$ cat src/rtl/pcl_pkg.sv
// Package: shared widths, bit positions and address codes for the
// per-CPU priority level combiner. Assumes 16 priority levels and a
// pending word twice that wide.
package pcl_pkg;
    localparam int unsigned LVL_N  = 16;
    localparam int unsigned WORD_W = 2 * LVL_N;

    typedef enum logic [1:0] {
        OFF_READ = 2'd0,
        OFF_CLR  = 2'd1,
        OFF_SET  = 2'd2,
        OFF_RSVD = 2'd3
    } reg_off_e;
endpackage

$ cat src/rtl/pcl_pend_store.sv
// Locally held part of the pending word: software requests, the
// level-15 bit and the timer bit. Also gives the next-state values, so
// that the output stage can register them in the same edge.
// Assumes set_en and clr_en are never high together.
module pcl_pend_store #(
    parameter int unsigned LVL_N = 16
) (
    input  logic             clk,
    input  logic             rst_n,
    input  logic             set_en,
    input  logic             clr_en,
    input  logic [LVL_N-1:1] soft_data,
    input  logic             l15_clr_bit,
    input  logic             timer_i,
    input  logic             bcast_i,
    output logic [LVL_N-1:1] soft_q,
    output logic             l15_q,
    output logic             tmr_q,
    output logic [LVL_N-1:1] soft_nxt,
    output logic             l15_nxt,
    output logic             tmr_nxt
);
    logic bcast_q;

    // Next software requests: OR on a set write, AND-NOT on a clear write.
    always_comb begin
        soft_nxt = soft_q;
        if (set_en)      soft_nxt = soft_q | soft_data;
        else if (clr_en) soft_nxt = soft_q & ~soft_data;
    end

    // Next level-15 bit: broadcast edges take priority over a clear write.
    always_comb begin
        l15_nxt = l15_q;
        if (bcast_i && !bcast_q)      l15_nxt = 1'b1;
        else if (!bcast_i && bcast_q) l15_nxt = 1'b0;
        else if (clr_en && l15_clr_bit) l15_nxt = 1'b0;
    end

    // The timer bit copies the timer input.
    always_comb tmr_nxt = timer_i;

    // Register the local pending state and the broadcast history.
    always_ff @(posedge clk) begin
        if (!rst_n) begin
            soft_q  <= '0;
            l15_q   <= 1'b0;
            tmr_q   <= 1'b0;
            bcast_q <= 1'b0;
        end else begin
            soft_q  <= soft_nxt;
            l15_q   <= l15_nxt;
            tmr_q   <= tmr_nxt;
            bcast_q <= bcast_i;
        end
    end

    p_set_bits_r3: assert property (@(posedge clk) disable iff (!rst_n)
        $past(rst_n) && $past(set_en) |-> ((soft_q & $past(soft_data)) == $past(soft_data)));

    p_clear_bits_r4: assert property (@(posedge clk) disable iff (!rst_n)
        $past(rst_n) && $past(clr_en) |-> ((soft_q & $past(soft_data)) == '0));

    p_bcast_rise_r6: assert property (@(posedge clk) disable iff (!rst_n)
        $past(rst_n) && $past(bcast_i) && !$past(bcast_q) |-> l15_q);

    p_bcast_fall_r6: assert property (@(posedge clk) disable iff (!rst_n)
        $past(rst_n) && !$past(bcast_i) && $past(bcast_q) |-> !l15_q);
endmodule

$ cat src/rtl/pcl_lvl_merge.sv
// Output stage: merges the next-state pending bits with the routed
// hardware levels into registered level lines. Level 0 is always low.
// Assumes the timer sits at level LVL_N-2 and the broadcast at LVL_N-1.
module pcl_lvl_merge #(
    parameter int unsigned LVL_N = 16
) (
    input  logic             clk,
    input  logic             rst_n,
    input  logic [LVL_N-1:1] soft_nxt,
    input  logic             l15_nxt,
    input  logic             tmr_nxt,
    input  logic [LVL_N-1:1] routed_i,
    input  logic             gdis_i,
    output logic [LVL_N-1:0] lvl_o
);
    localparam int unsigned TOP_LVL = LVL_N - 1;
    localparam int unsigned TMR_LVL = LVL_N - 2;

    logic [LVL_N-1:1] lvl_d;
    logic [LVL_N-1:1] lvl_q;

    // Per-level merge; the two top levels add their gated local requests.
    for (genvar k = 1; k < LVL_N; k++) begin : g_lvl
        if (k == TOP_LVL) begin : g_top
            assign lvl_d[k] = soft_nxt[k] | routed_i[k] | (l15_nxt & ~gdis_i);
        end else if (k == TMR_LVL) begin : g_tmr
            assign lvl_d[k] = soft_nxt[k] | routed_i[k] | (tmr_nxt & ~gdis_i);
        end else begin : g_plain
            assign lvl_d[k] = soft_nxt[k] | routed_i[k];
        end
    end

    // Register the level lines.
    always_ff @(posedge clk) begin
        if (!rst_n) lvl_q <= '0;
        else        lvl_q <= lvl_d;
    end

    assign lvl_o = {lvl_q, 1'b0};

    p_soft_unmasked_r7: assert property (@(posedge clk) disable iff (!rst_n)
        $past(rst_n) |-> ((lvl_o[LVL_N-1:1] & $past(soft_nxt)) == $past(soft_nxt)));

    p_routed_pass_r9: assert property (@(posedge clk) disable iff (!rst_n)
        $past(rst_n) |-> ((lvl_o[LVL_N-1:1] & $past(routed_i)) == $past(routed_i)));

    p_gdis_blocks_r8: assert property (@(posedge clk) disable iff (!rst_n)
        $past(rst_n) && $past(gdis_i) |->
        (lvl_o[LVL_N-1:LVL_N-2] == ($past(soft_nxt[LVL_N-1:LVL_N-2]) | $past(routed_i[LVL_N-1:LVL_N-2]))));
endmodule

$ cat src/rtl/pcl_cpu_combiner.sv
// Top: per-CPU priority level combiner. It decodes the register port,
// holds the local pending state, builds the read word from the local
// bits and the router's display vector, and drives registered level lines.
// Assumes a single-cycle write strobe and combinational reads.
module pcl_cpu_combiner
    import pcl_pkg::*;
#(
    parameter int unsigned NLVL = pcl_pkg::LVL_N
) (
    input  logic                clk,
    input  logic                rst_n,
    input  logic [1:0]          bus_addr,
    input  logic                bus_wr,
    input  logic [2*NLVL-1:0]   bus_wdata,
    output logic [2*NLVL-1:0]   bus_rdata,
    input  logic [NLVL-1:1]     routed_lvl,
    input  logic [NLVL-3:1]     disp_lvl,
    input  logic                glob_dis,
    input  logic                lvl15_bcast,
    input  logic                timer_in,
    output logic [NLVL-1:0]     irl_o
);
    localparam int unsigned W = 2 * NLVL;

    logic            set_en, clr_en;
    logic [NLVL-1:1] soft_q, soft_nxt;
    logic            l15_q, tmr_q, l15_nxt, tmr_nxt;
    logic [W-1:0]    pend_word;

    // Decode the write strobes from the word address.
    always_comb begin
        set_en = bus_wr && (reg_off_e'(bus_addr) == OFF_SET);
        clr_en = bus_wr && (reg_off_e'(bus_addr) == OFF_CLR);
    end

    pcl_pend_store #(.LVL_N(NLVL)) u_store (
        .clk         (clk),
        .rst_n       (rst_n),
        .set_en      (set_en),
        .clr_en      (clr_en),
        .soft_data   (bus_wdata[W-1:NLVL+1]),
        .l15_clr_bit (bus_wdata[NLVL-1]),
        .timer_i     (timer_in),
        .bcast_i     (lvl15_bcast),
        .soft_q      (soft_q),
        .l15_q       (l15_q),
        .tmr_q       (tmr_q),
        .soft_nxt    (soft_nxt),
        .l15_nxt     (l15_nxt),
        .tmr_nxt     (tmr_nxt)
    );

    pcl_lvl_merge #(.LVL_N(NLVL)) u_merge (
        .clk      (clk),
        .rst_n    (rst_n),
        .soft_nxt (soft_nxt),
        .l15_nxt  (l15_nxt),
        .tmr_nxt  (tmr_nxt),
        .routed_i (routed_lvl),
        .gdis_i   (glob_dis),
        .lvl_o    (irl_o)
    );

    // Assemble the readable pending word; bits 0 and NLVL read zero.
    assign pend_word = {soft_q, 1'b0, l15_q, tmr_q, disp_lvl, 1'b0};

    // Only address 0 returns data.
    always_comb begin
        bus_rdata = '0;
        if (reg_off_e'(bus_addr) == OFF_READ) bus_rdata = pend_word;
    end

    p_reset_quiet_r1: assert property (@(posedge clk)
        !rst_n |=> (irl_o == '0) && (soft_q == '0));
endmodule

$ cat config.mk
export PLATFORM = sky130hd
export DESIGN_NAME = pcl_cpu_combiner
export DESIGN_NICKNAME = d
export VERILOG_FILES = /design/src/rtl/pcl_pkg.sv /design/src/rtl/pcl_pend_store.sv /design/src/rtl/pcl_lvl_merge.sv /design/src/rtl/pcl_cpu_combiner.sv
export SDC_FILE = /design/constraint.sdc
export NUM_CORES = 1
export LEC_CHECK = 0
export BUFFER_PORTS_ARGS = -buffer_cell sky130_fd_sc_hd__buf_4
export CORE_MARGIN = 8
export CORE_UTILIZATION = 45
export CTS_BUF_LIST = sky130_fd_sc_hd__clkbuf_16
export DETAILED_ROUTE_END_ITERATION = 16
export GPL_ROUTABILITY_DRIVEN = 0
export GPL_TIMING_DRIVEN = 0
export PLACE_DENSITY = 0.95
export SETUP_SLACK_MARGIN = 0.05
export SLEW_MARGIN = 10
export SYNTH_ARGS = -nofsm -noshare
export SYNTH_HDL_FRONTEND = slang
export SYNTH_HIERARCHICAL = 1
export SYNTH_SLANG_ARGS = --single-unit
$ cat constraint.sdc
create_clock -name clk -period 2.9 [get_ports clk]
set_input_delay 0 -clock clk [delete_from_list [all_inputs] [get_ports clk]]
set_output_delay 0 -clock clk [all_outputs]
set_load 0.03 [all_outputs]
==> key figures <==
Run status
  • Status: finished clean

Pwr
  • Switching Share: 26.36%
  • LEAKAGE: between 1 and 1.5 nW
  • Internal power: roughly 0.93 mW
  • Combinational Power Share: about 22%
  • Seq pwr share: 38.4%
  • Peak VDD IR: 0.3492 mV
  • P per Cell Area: 447.3 nW/um^2
  • Clock share of power: 39.1%
  • Net Sw Power: roughly 0.33 mW

Synth
  • Post-Synthesis Cells: roughly 170
  • FF+latch count, synth: 33
  • YS warnings: 6
  • Synth cell types: 21
  • Synthesized area: between 1500 and 2000 um^2
  • Post-synthesis sequential area ratio: about two fifths
  • Synth Area per Inst: between 10 and 15 um^2
  • Synth area leaders: dfxtp_1 (38%), nor3b_2 (22%), nand2_1 (6.5%)
  • Yosys top cell by area: dfxtp_1
  • Share of the synthesized area in the top cell type: between 30% and 40%

GRT
  • First-pass GRT wire length: between 8000 and 9000 um
  • Gr ovfl total: 0
  • Largest net degree at the start of global routing: 11
  • Total GRT Usage: approximately 18%
  • Vias in the first global route: around 1.8k
  • Initial antenna violation count: 0

Final layout
  • Share of layout cells above drive strength 1: a little over half
  • Filler instances: roughly 260
  • Multi-input logic area: ~940 um^2
  • Most frequent cells in the layout: buf_4 (104), dfxtp_1 (33), nor3b_2 (30), nand2_1 (30), dlygate4sd3_1 (17)
  • Diode count: 0
  • Register area: approximately 660 um^2
  • Nets: ~360
  • Post-Layout Cell Count: about 340
  • Area growth syn-to-layout: 63.13%
  • Commonest non-fill, non-tap cell in the layout: buf_4

Timing
  • Final period util: roughly two fifths
  • Fmax: about 0.84 GHz
  • Final TNS setup: 0 ns
  • Worst Skew: 0.003000 ns
  • Final hold viol count: 0
  • Final Setup Violations: 0
  • Slew Viols, Final: 0
  • Final min period: between 1 and 1.5 ns
  • RSZ-0062 raised after global routing: false

Min path
  • Min-delay src: bus_wdata[30]
  • Hold WC Path Type: in2reg
  • Worst hold stages: 3
  • WHS Endpoint: u_store/soft_q[14]$_SDFF_PN0_

Critical path
  • R2R Path End: u_merge/lvl_q[15]$_SDFF_PN0_
  • CP required: between 3 and 4 ns
  • Worst r2r src: u_store/bcast_q$_SDFF_PN0_
  • Reg-to-reg setup timing slack: about 1.8 ns
  • Critical path type: in2reg
  • Setup crit end kind: flop
  • Register-to-Register Path Depth: 4
  • CP Max Fanout: 4
  • CP arrival: around 1.4 ns
  • Startpoint Class: primary input

Route
  • Via count: about 1.6k
  • Final ANT Viol Nets: 0
  • Vias/cell: 4.849
  • First-pass iteration count of the detailed router: 4
  • WL/cell: roughly 17 um
  • Final wirelength: around 5600 um
  • DRC Markers: 0
  • Initial DRC count: 83

Die
  • Row cnt: 22
  • Die X: 78.08 um
  • Starting Density: between 40 and 50%
  • Ports: 116
  • Area of the core: 3689 um^2
  • Full die area: just over 6000 um^2
  • Die extent in y: slightly below 80 um

Clocking
  • Reg clk slew, reported paths: 0.05 ns
  • Htree depth: 2
  • Clock Tree Root: clkbuf_16
  • Clk Latency, worst-skew pair: between 0.2 and 0.3 ns
  • Post-CTS Setup Inserts: 0
  • Resized cells post-CTS: 0
  • Clock Tree Buf Depth: 2
  • CTS tree: done
  • CTS Buf Count: 5
  • CTS Sinks: 33

Placed design
  • Hpwl dp: between 4000 and 5000 um
  • PortBufs: 96
  • Dpl cells: about 310

Job
  • # Max-Cap Violations: 0
-- critical path: stages --
cell,delay [ns]
dlygate4sd3_1,0.54
buf_4,0.15
nor2b_1,0.18
a21oi_1,0.07
nor2b_1,0.13
o31a_2,0.27
-- power by group through the flow --
stage / logic (mW) / registers (mW) / clock network (mW)
6_report: 0.284 / 0.486 / 0.495
5_1_grt: 0.301 / 0.488 / 0.517
4_1_cts: 0.285 / 0.486 / 0.493
3_5_place_dp: 0.264 / 0.495 / 0
3_3_place_gp: 0.259 / 0.494 / 0
2_1_floorplan: 0.120 / 0.522 / 0
-- metrics by stage --
step | utilization (%) | setup slack [ns] | hold WS, ns | cell area (um^2) | power (mW)
2_1_floorplan | - | 1.890 | 0.1175 | 1738 | 0.6425
3_3_place_gp | 68.28 | 1.692 | 0.2075 | 2519 | 0.7525
3_5_place_dp | 68.28 | 1.684 | 0.2106 | 2519 | 0.7591
4_1_cts | 76.70 | 1.718 | 0.02135 | 2829 | 1.264
5_1_grt | 76.70 | 1.674 | 0.02813 | 2829 | 1.306
6_report | 76.70 | 1.715 | 0.02028 | 2829 | 1.265
-- how the worst max path moves through the flow --
| stage | startpoint | to | slack, ns | cells after the start |
|---|---|---|---|---|
| floorplan | u_store/l15_q$_SDFF_PN0_ | u_merge/lvl_q[15]$_SDFF_PN0_ | 1.89 | 4 |
| detailed placement | bus_addr[1] | u_merge/lvl_q[15]$_SDFF_PN0_ | 1.68 | 7 |
| global placement | bus_addr[1] | u_merge/lvl_q[15]$_SDFF_PN0_ | 1.69 | 7 |
| global route | lvl15_bcast | u_merge/lvl_q[15]$_SDFF_PN0_ | 1.67 | 6 |
| finish | lvl15_bcast | u_merge/lvl_q[15]$_SDFF_PN0_ | 1.71 | 6 |
| CTS | lvl15_bcast | u_merge/lvl_q[15]$_SDFF_PN0_ | 1.72 | 6 |
-- synth_stat cells --
cell / number
a21oi_2: 2
o31a_2: 2
o21a_1: 13
nor3b_2: 30
a21bo_2: 6
buf_6: 5
a21bo_1: 10
and3b_2: 2
a21oi_1: 14
buf_8: 1
dfxtp_1: 33
buf_2: 1
buf_4: 8
conb_1: 2
nand3b_1: 1
inv_1: 1
nand2_1: 30
and2_1: 2
nand2b_1: 1
o31ai_1: 1
nor2b_1: 3
-- layer usage --
layer / track usage [%] / up-vias / part of all wire, % / wire [um]
met4: 6.852 / 0 / 1.3 / 70
met5: 0 / - / 0 / 0
li1: - / 817 / - / -
met3: 6.948 / 9 / 7.3 / 408
met2: 33.89 / 63 / 55 / 3089
met1: 16.37 / 750 / 36 / 2016
-- area by class of cell --
type / instances / share of cell area, %
Sequential cell: 33 / 23.35
Timing Repair Buffer: 113 / 31.49
Inverter: 1 / 0.1327
Buffer: 15 / 4.821
Clock buffer: 5 / 4.423
Tap cell: 48 / 2.123
Multi-Input combinational cell: 120 / 33.13
Clock inverter: 3 / 0.5307
-- flip-flops by register name (all words and copies together) (netlist names) --
register,cells
u_store/l15_q,1
u_store/bcast_q,1
u_merge/lvl_q,15
u_store/tmr_q,1
u_store/soft_q,15
-- repair_timing --
action,CTS,global route
endpoints found under the hold margin,17,0
hold buffers,17,0
endpoints found under the setup margin,0,0
-- cell families (layout without fill, tap and decap cells) --
kind of cell,Yosys count,in the layout,synth area share (%)
AOI/OAI and AO/OA,48,48,21.50
and+or+nand+nor,69,69,31.89
other,2,3,0.4331
buffers and inverters,16,137,8.080
DFF,33,33,38.10
Power figures use the tool's default switching activity.
